`config.mk`:
```
export PLATFORM = sky130hd
export DESIGN_NAME = lim_alert
export DESIGN_NICKNAME = d
export VERILOG_FILES = /design/src/rtl/lim_alert_pkg.sv /design/src/rtl/lim_alert_cmp.sv /design/src/rtl/lim_alert_state.sv /design/src/rtl/lim_alert_reply.sv /design/src/rtl/lim_alert.sv
export SDC_FILE = /design/constraint.sdc
export NUM_CORES = 1
export LEC_CHECK = 0
export BUFFER_PORTS_ARGS = -buffer_cell sky130_fd_sc_hd__buf_4
export CAP_MARGIN = 0
export CORE_ASPECT_RATIO = 0.7
export CORE_MARGIN = 2
export CORE_UTILIZATION = 52
export CTS_BUF_LIST = sky130_fd_sc_hd__clkbuf_16
export CTS_CLUSTER_DIAMETER = 200
export CTS_CLUSTER_SIZE = 8
export DETAILED_ROUTE_END_ITERATION = 12
export PLACE_DENSITY = 0.84
export SLEW_MARGIN = 20
export SYNTH_ARGS = -nofsm -noshare
export SYNTH_HDL_FRONTEND = slang
export SYNTH_HIERARCHICAL = 1
export SYNTH_SLANG_ARGS = --single-unit
```
`constraint.sdc`:
```
create_clock -name clk -period 4.7 [get_ports clk]
set_clock_uncertainty 0.15 [all_clocks]
set_input_delay 0.47 -clock clk [delete_from_list [all_inputs] [get_ports clk]]
set_output_delay 0.47 -clock clk [all_outputs]
set_load 0.02 [all_outputs]
```
`src/rtl/lim_alert_pkg.sv`:
```
`timescale 1ns/1ps
package lim_alert_pkg;
   localparam int ADDR_W = 7;
   localparam int REPLY_W = ADDR_W + 1;

   // outcome of one limit comparison
   typedef struct packed {
      logic trip;   // result counts as an alert
      logic upper;  // result lies above the upper limit
   } cmp_res_t;
endpackage

```
`src/rtl/lim_alert_cmp.sv`:
```
`timescale 1ns/1ps
module lim_alert_cmp
   import lim_alert_pkg::*;
#(
   parameter int RES_W = 12,
   parameter bit SIGNED_CMP = 1'b1
) (
   input  logic [RES_W-1:0] res,
   input  logic [RES_W-1:0] hi,
   input  logic [RES_W-1:0] lo,
   input  logic             win_en,
   output cmp_res_t         verdict
);
   logic above, below;

   generate
      if (SIGNED_CMP) begin : g_signed
         assign above = $signed(res) > $signed(hi);
         assign below = $signed(res) < $signed(lo);
      end else begin : g_unsigned
         assign above = res > hi;
         assign below = res < lo;
      end
   endgenerate

   always_comb begin
      verdict.upper = above;
      verdict.trip  = above | (win_en & below);
   end
endmodule

```
`src/rtl/lim_alert_state.sv`:
```
`timescale 1ns/1ps
module lim_alert_state
   import lim_alert_pkg::*;
(
   input  logic     clk,
   input  logic     rst_n,
   input  logic     conv_vld,
   input  cmp_res_t verdict,
   input  logic     latch_en,
   input  logic     clr_rd,
   input  logic     clr_win,
   output logic     alert_q,
   output logic     stat_q
);
   always_ff @(posedge clk or negedge rst_n) begin
      if (!rst_n) begin
         alert_q <= 1'b0;
         stat_q  <= 1'b0;
      end else if (latch_en) begin
         if (conv_vld && verdict.trip) begin
            alert_q <= 1'b1;
            stat_q  <= verdict.upper;
         end else if (clr_rd || clr_win) begin
            alert_q <= 1'b0;
         end
      end else if (conv_vld) begin
         alert_q <= verdict.trip;
         if (verdict.trip) stat_q <= verdict.upper;
      end
   end
endmodule

```
`src/rtl/lim_alert_reply.sv`:
```
`timescale 1ns/1ps
module lim_alert_reply
   import lim_alert_pkg::*;
#(
   parameter logic [ADDR_W-1:0] DEV_ADDR = 7'h48
) (
   input  logic clk,
   input  logic rst_n,
   input  logic start,
   input  logic eligible,
   input  logic stat,
   input  logic scl_rise,
   input  logic scl_fall,
   input  logic sda_in,
   input  logic stop,
   output logic sda_oe,
   output logic won,
   output logic lost
);
   localparam int IDX_W = $clog2(REPLY_W);
   localparam logic [IDX_W-1:0] LAST = IDX_W'(REPLY_W - 1);

   logic               act_q, lost_q;
   logic [REPLY_W-1:0] sh_q;
   logic [IDX_W-1:0]   idx_q;
   logic               clash;

   // released a 1 but the wire reads 0
   assign clash = sh_q[REPLY_W-1] & ~sda_in;

   always_ff @(posedge clk or negedge rst_n) begin
      if (!rst_n) begin
         act_q  <= 1'b0;
         lost_q <= 1'b0;
         sh_q   <= '1;
         idx_q  <= '0;
      end else if (stop) begin
         act_q  <= 1'b0;
         lost_q <= 1'b0;
      end else if (start) begin
         act_q  <= eligible;
         lost_q <= 1'b0;
         sh_q   <= {DEV_ADDR, stat};
         idx_q  <= '0;
      end else if (act_q) begin
         if (scl_rise && clash) lost_q <= 1'b1;
         if (scl_fall) begin
            if (idx_q == LAST) begin
               act_q  <= 1'b0;
               lost_q <= 1'b0;
            end else begin
               sh_q  <= {sh_q[REPLY_W-2:0], 1'b1};
               idx_q <= idx_q + 1'b1;
            end
         end
      end
   end

   assign sda_oe = act_q & ~lost_q & ~sh_q[REPLY_W-1];
   assign won    = act_q & ~lost_q & scl_rise & ~clash & (idx_q == LAST);
   assign lost   = lost_q;
endmodule

```
`src/rtl/lim_alert.sv`:
```
`timescale 1ns/1ps
module lim_alert
   import lim_alert_pkg::*;
#(
   parameter int RES_W = 12,
   parameter bit SIGNED_CMP = 1'b1,
   parameter logic [ADDR_W-1:0] DEV_ADDR = 7'h48
) (
   input  logic             clk,
   input  logic             rst_n,
   input  logic             conv_vld,
   input  logic [RES_W-1:0] conv_res,
   input  logic [RES_W-1:0] hi_lim,
   input  logic [RES_W-1:0] lo_lim,
   input  logic             latch_en,
   input  logic             win_en,
   input  logic             alert_en,
   input  logic             data_rd,
   input  logic             ara_start,
   input  logic             scl_rise,
   input  logic             scl_fall,
   input  logic             sda_in,
   input  logic             bus_stop,
   output logic             alert_oe,
   output logic             sda_oe
);
   generate
      if (RES_W < 2) begin : g_bad_width
         $error("lim_alert: RES_W must be at least 2");
      end
      if (DEV_ADDR == 7'h0C) begin : g_bad_addr
         $error("lim_alert: DEV_ADDR may not equal the alert response address");
      end
   endgenerate

   cmp_res_t verdict;
   logic     alert_q, stat_q, ara_win, ara_lost;

   lim_alert_cmp #(.RES_W(RES_W), .SIGNED_CMP(SIGNED_CMP)) cmp_i (
      .res(conv_res), .hi(hi_lim), .lo(lo_lim), .win_en(win_en), .verdict(verdict)
   );

   lim_alert_state state_i (
      .clk(clk), .rst_n(rst_n), .conv_vld(conv_vld), .verdict(verdict),
      .latch_en(latch_en), .clr_rd(data_rd), .clr_win(ara_win),
      .alert_q(alert_q), .stat_q(stat_q)
   );

   lim_alert_reply #(.DEV_ADDR(DEV_ADDR)) reply_i (
      .clk(clk), .rst_n(rst_n), .start(ara_start), .eligible(alert_oe),
      .stat(stat_q), .scl_rise(scl_rise), .scl_fall(scl_fall), .sda_in(sda_in),
      .stop(bus_stop), .sda_oe(sda_oe), .won(ara_win), .lost(ara_lost)
   );

   assign alert_oe = alert_q & alert_en;
endmodule

```
==> summary.md <==
| Metric | Value |
|---|---|
| Register-to-Register Setup Slack | `2890 ps` |
| Synth area leaders | `ha_1 (24%), dfstp_2 (16%), dfrtp_1 (13%)` |
| Mapped Area | `1299 um^2` |
| Setup Crit Path Kind | `input port to flip-flop` |
| Kind of end point of the critical path | `flip-flop` |
| Clock buffer depth | `2` |
| Post-layout minimum cycle time | `2415 ps` |
| Total I/O pin count | `50` |
| Routability congestion estimate | `0.8050` |
| # hold bufs at CTS | `1` |
| Final period utilization | `0.5138` |
| Syn_area_per_cell | `9.765 um^2` |
| P per Cell Area | `233.7 nW/um^2` |
| Largest net degree at the start of global routing | `16` |
| Final Hold Viols | `0` |
| Pwr Total | `418.4 uW` |
| Vias in the first global route | `1156` |
| Initial antenna violation count | `0` |
| Final Hold Slack | `299.6 ps` |
| Syn Inst Count | `133` |
| Largest family of logic cells by synthesized area | `adder cells` |
| TritonCTS buffer count | `3` |
| CP arrival | `2390 ps` |
| Status | `completed` |
| First-pass GRT wire length | `5050 um` |
| Via/cell ratio | `5.282` |
| Area of the multi-input gates | `815.8 um^2` |
| Post-synthesis compound-gate area fraction | `0.1956` |
| Antenna diodes | `0` |
| Core Region | `2421 um^2` |
| IO buf count | `49` |
| Nets | `260` |
| Netlist cell types | `41` |
| Initial core utilization | `0.5364` |
| Synth top area share | `0.2408` |
| CTS tree | `yes` |
| Fmax | `0.4141 GHz` |
| Detailed Routing Iterations Pass 1 | `4` |
| Clk root buf | `clkbuf_16` |
| Synth area leader | `ha_1` |
| CP Launch Type | `input port` |
| Hold WC Path Type | `input port to flip-flop` |
| Core Rows | `15` |
| Worst reg2reg startpoint | `reply_i/idx_q[0]$_DFFE_PN0P_` |
| Sequential cell area fraction in the yosys report | `0.2967` |
| Drt wl/cell | `13.24 um` |
| Die height | `45.81 um` |
| Post-route ant nets | `0` |
| Post-Synth Simple-Gate Area | `0.1609` |
| Worst setup path startpoint | `conv_res[10]` |
| Post-place instance area | `1702 um^2` |
| RSZ-0062 raised after global routing | `false` |
| Die X | `63.73 um` |
| Relative slew slack | `0.7615` |
| MaxCap Viol Count | `0` |
| Layout area overhead | `37.86%` |
| Critical-path top delay cell | `mux2_2` |
| Post-CTS resize count | `0` |
| Net Count, Synth | `206` |
| Req. time, crit path | `4680 ps` |
| Xor and xnor area share after synthesis | `0.006744` |
| Tightest Pin Transition | `357.7 ps` |
| Max Slew Vio Count | `0` |
| Clock transition at the registers of the reported paths | `50 ps` |
| Total gr overflow | `0` |
| Multiplexer share of the synthesized area | `0.02408` |
| Gr usage total | `0.2241` |
| Setup tns final | `0 ps` |
| Endpoints failing setup | `0` |
| Hpwl dp | `2481 um` |
| Leak | `0.9821 nW` |
| DRT iter0 DRCs | `52` |
| Critical-path cell list | `buf_4, ha_1, and4_1, and3_4, and2_4, a221oi_2, xnor2_1, a21o_1, nand2_1, mux2_2` |
| Design Area, Final | `1790 um^2` |
| Yosys warnings | `6` |
| Adder-cell share of the synthesized area | `0.2408` |
| DRT Wirelength | `2913 um` |
| Layout cells sized above 1 | `0.3763` |
| Sink Count | `15` |
| Max incr delay on CP | `330 ps` |
| Final core utilization | `0.7395` |
| Yosys reg bits | `15` |
| # fillers | `162` |
| DRC | `0` |
| Worst Hold Launch | `ara_start` |
| Largest fanout on the critical path | `3` |
| Vias | `1162` |
| Maximum VDD drop | `137.3 uV` |
| Post-CTS Setup Bufs | `0` |
| Htree depth | `1` |
| FF/Latch Area | `385.4 um^2` |
| Full die area | `2919 um^2` |
| Worst skew pair latency | `240 ps` |
cell usage after synthesis:
library cell,count
a2111o_1,1
or3_4,1
and3_2,1
a221oi_2,1
nor2_1,1
buf_4,1
a21o_1,4
inv_1,24
nand3_1,4
mux2i_1,2
or2b_1,1
mux2_2,1
nor4_1,1
and4_1,1
nor3_4,1
nand2b_1,1
nor3_1,1
o32a_1,1
nand3b_4,1
a22o_1,7
o211ai_1,1
and2_4,1
xnor2_1,1
dfrtp_1,7
o21ai_0,1
and2_1,1
o22a_1,2
nand4_1,3
a21o_2,1
and3_4,1
dfstp_2,8
a221o_2,1
a21oi_1,8
or3b_1,1
ha_1,25
a211oi_1,1
o31ai_1,1
nor2b_1,2
o311ai_1,1
a31oi_1,2
nand2_1,8
report_power, final:
part / switching (mW) / leakage, nW / internal (mW)
clock: 0.0473 / 0.0423 / 0.112
combinational: 0.0480 / 0.764 / 0.0615
sequential: 0.00700 / 0.176 / 0.142
routing by layer:
layer / vias up / wire length, um / track usage
met1: 534 / 1347 / 0.2973
met2: 33 / 1416 / 0.3916
met5: - / 0 / 0
met3: 3 / 133 / 0.04455
li1: 592 / - / -
met4: 0 / 16 / 0.03913
critical path: cells and delay by family:
kind | cells | cell delay (ps)
buffers and inverters | 1 | 120
muxes | 1 | 330
and+or+nand+nor | 4 | 650
AOI/OAI and AO/OA | 2 | 430
xor gates and xnor gates | 1 | 90
adders and majority gates | 1 | 310
logic make-up (layout without fill, tap and decap cells):
kind of cell	count (synthesis)	after routing
compound gates	33	33
xor+xnor	1	1
fa+ha+maj	25	25
buf+inv	25	78
flops	15	15
mux	3	3
simple gates	31	31
cells in the final DEF, fill, tap and decap left out, types with 2 or more instances in the layout:
cell	netlist	final
nand3_1	4	4
inv_1	24	25
nor2b_1	2	2
nand4_1	3	3
a22o_1	7	7
buf_4	1	49
clkbuf_16	0	3
dfrtp_1	7	7
a31oi_1	2	2
nand2_1	8	8
o22a_1	2	2
mux2i_1	2	2
dfstp_2	8	8
ha_1	25	25
a21o_1	4	4
a21oi_1	8	8
metrics by stage:
| step | setup slack (ps) | cells |
|---|---|---|
| global placement | 2078 | 215 |
| CTS | 2296 | 220 |
| global route | 2208 | 220 |
| finish | 2285 | 220 |
| floorplan | 2237 | 133 |
| detailed placement | 2043 | 215 |
layout make-up:
cell class | instances | area share
multi-input combinational | 93 | 0.4556
clock buffer | 3 | 0.04193
timing repair buffer | 50 | 0.2110
sequential | 15 | 0.2152
clock inverter | 1 | 0.002096
tap | 34 | 0.02376
inverter | 24 | 0.05031
path summary, 6_finish.rpt:
path                                                end  depth (start not counted)
max in group asynchronous   reply_i/sh_q[1]$_DFFE_PN1P_                          2
min in group asynchronous    state_i/stat_q$_DFFE_PN0P_                          2
hold reg to reg            reply_i/idx_q[0]$_DFFE_PN0P_                          1
setup / recovery             state_i/stat_q$_DFFE_PN0P_                         10
hold / removal                 reply_i/lost$_DFFE_PN0P_                          2
setup reg to reg            reply_i/sh_q[7]$_DFFE_PN1P_                          5
registers in the layout, indices dropped and copies added (netlist names):
register,flops
reply_i/act_q,1
reply_i/lost,1
state_i/alert_q,1
reply_i/idx_q,3
state_i/stat_q,1
reply_i/sh_q,8
Power figures use the tool's default switching activity.
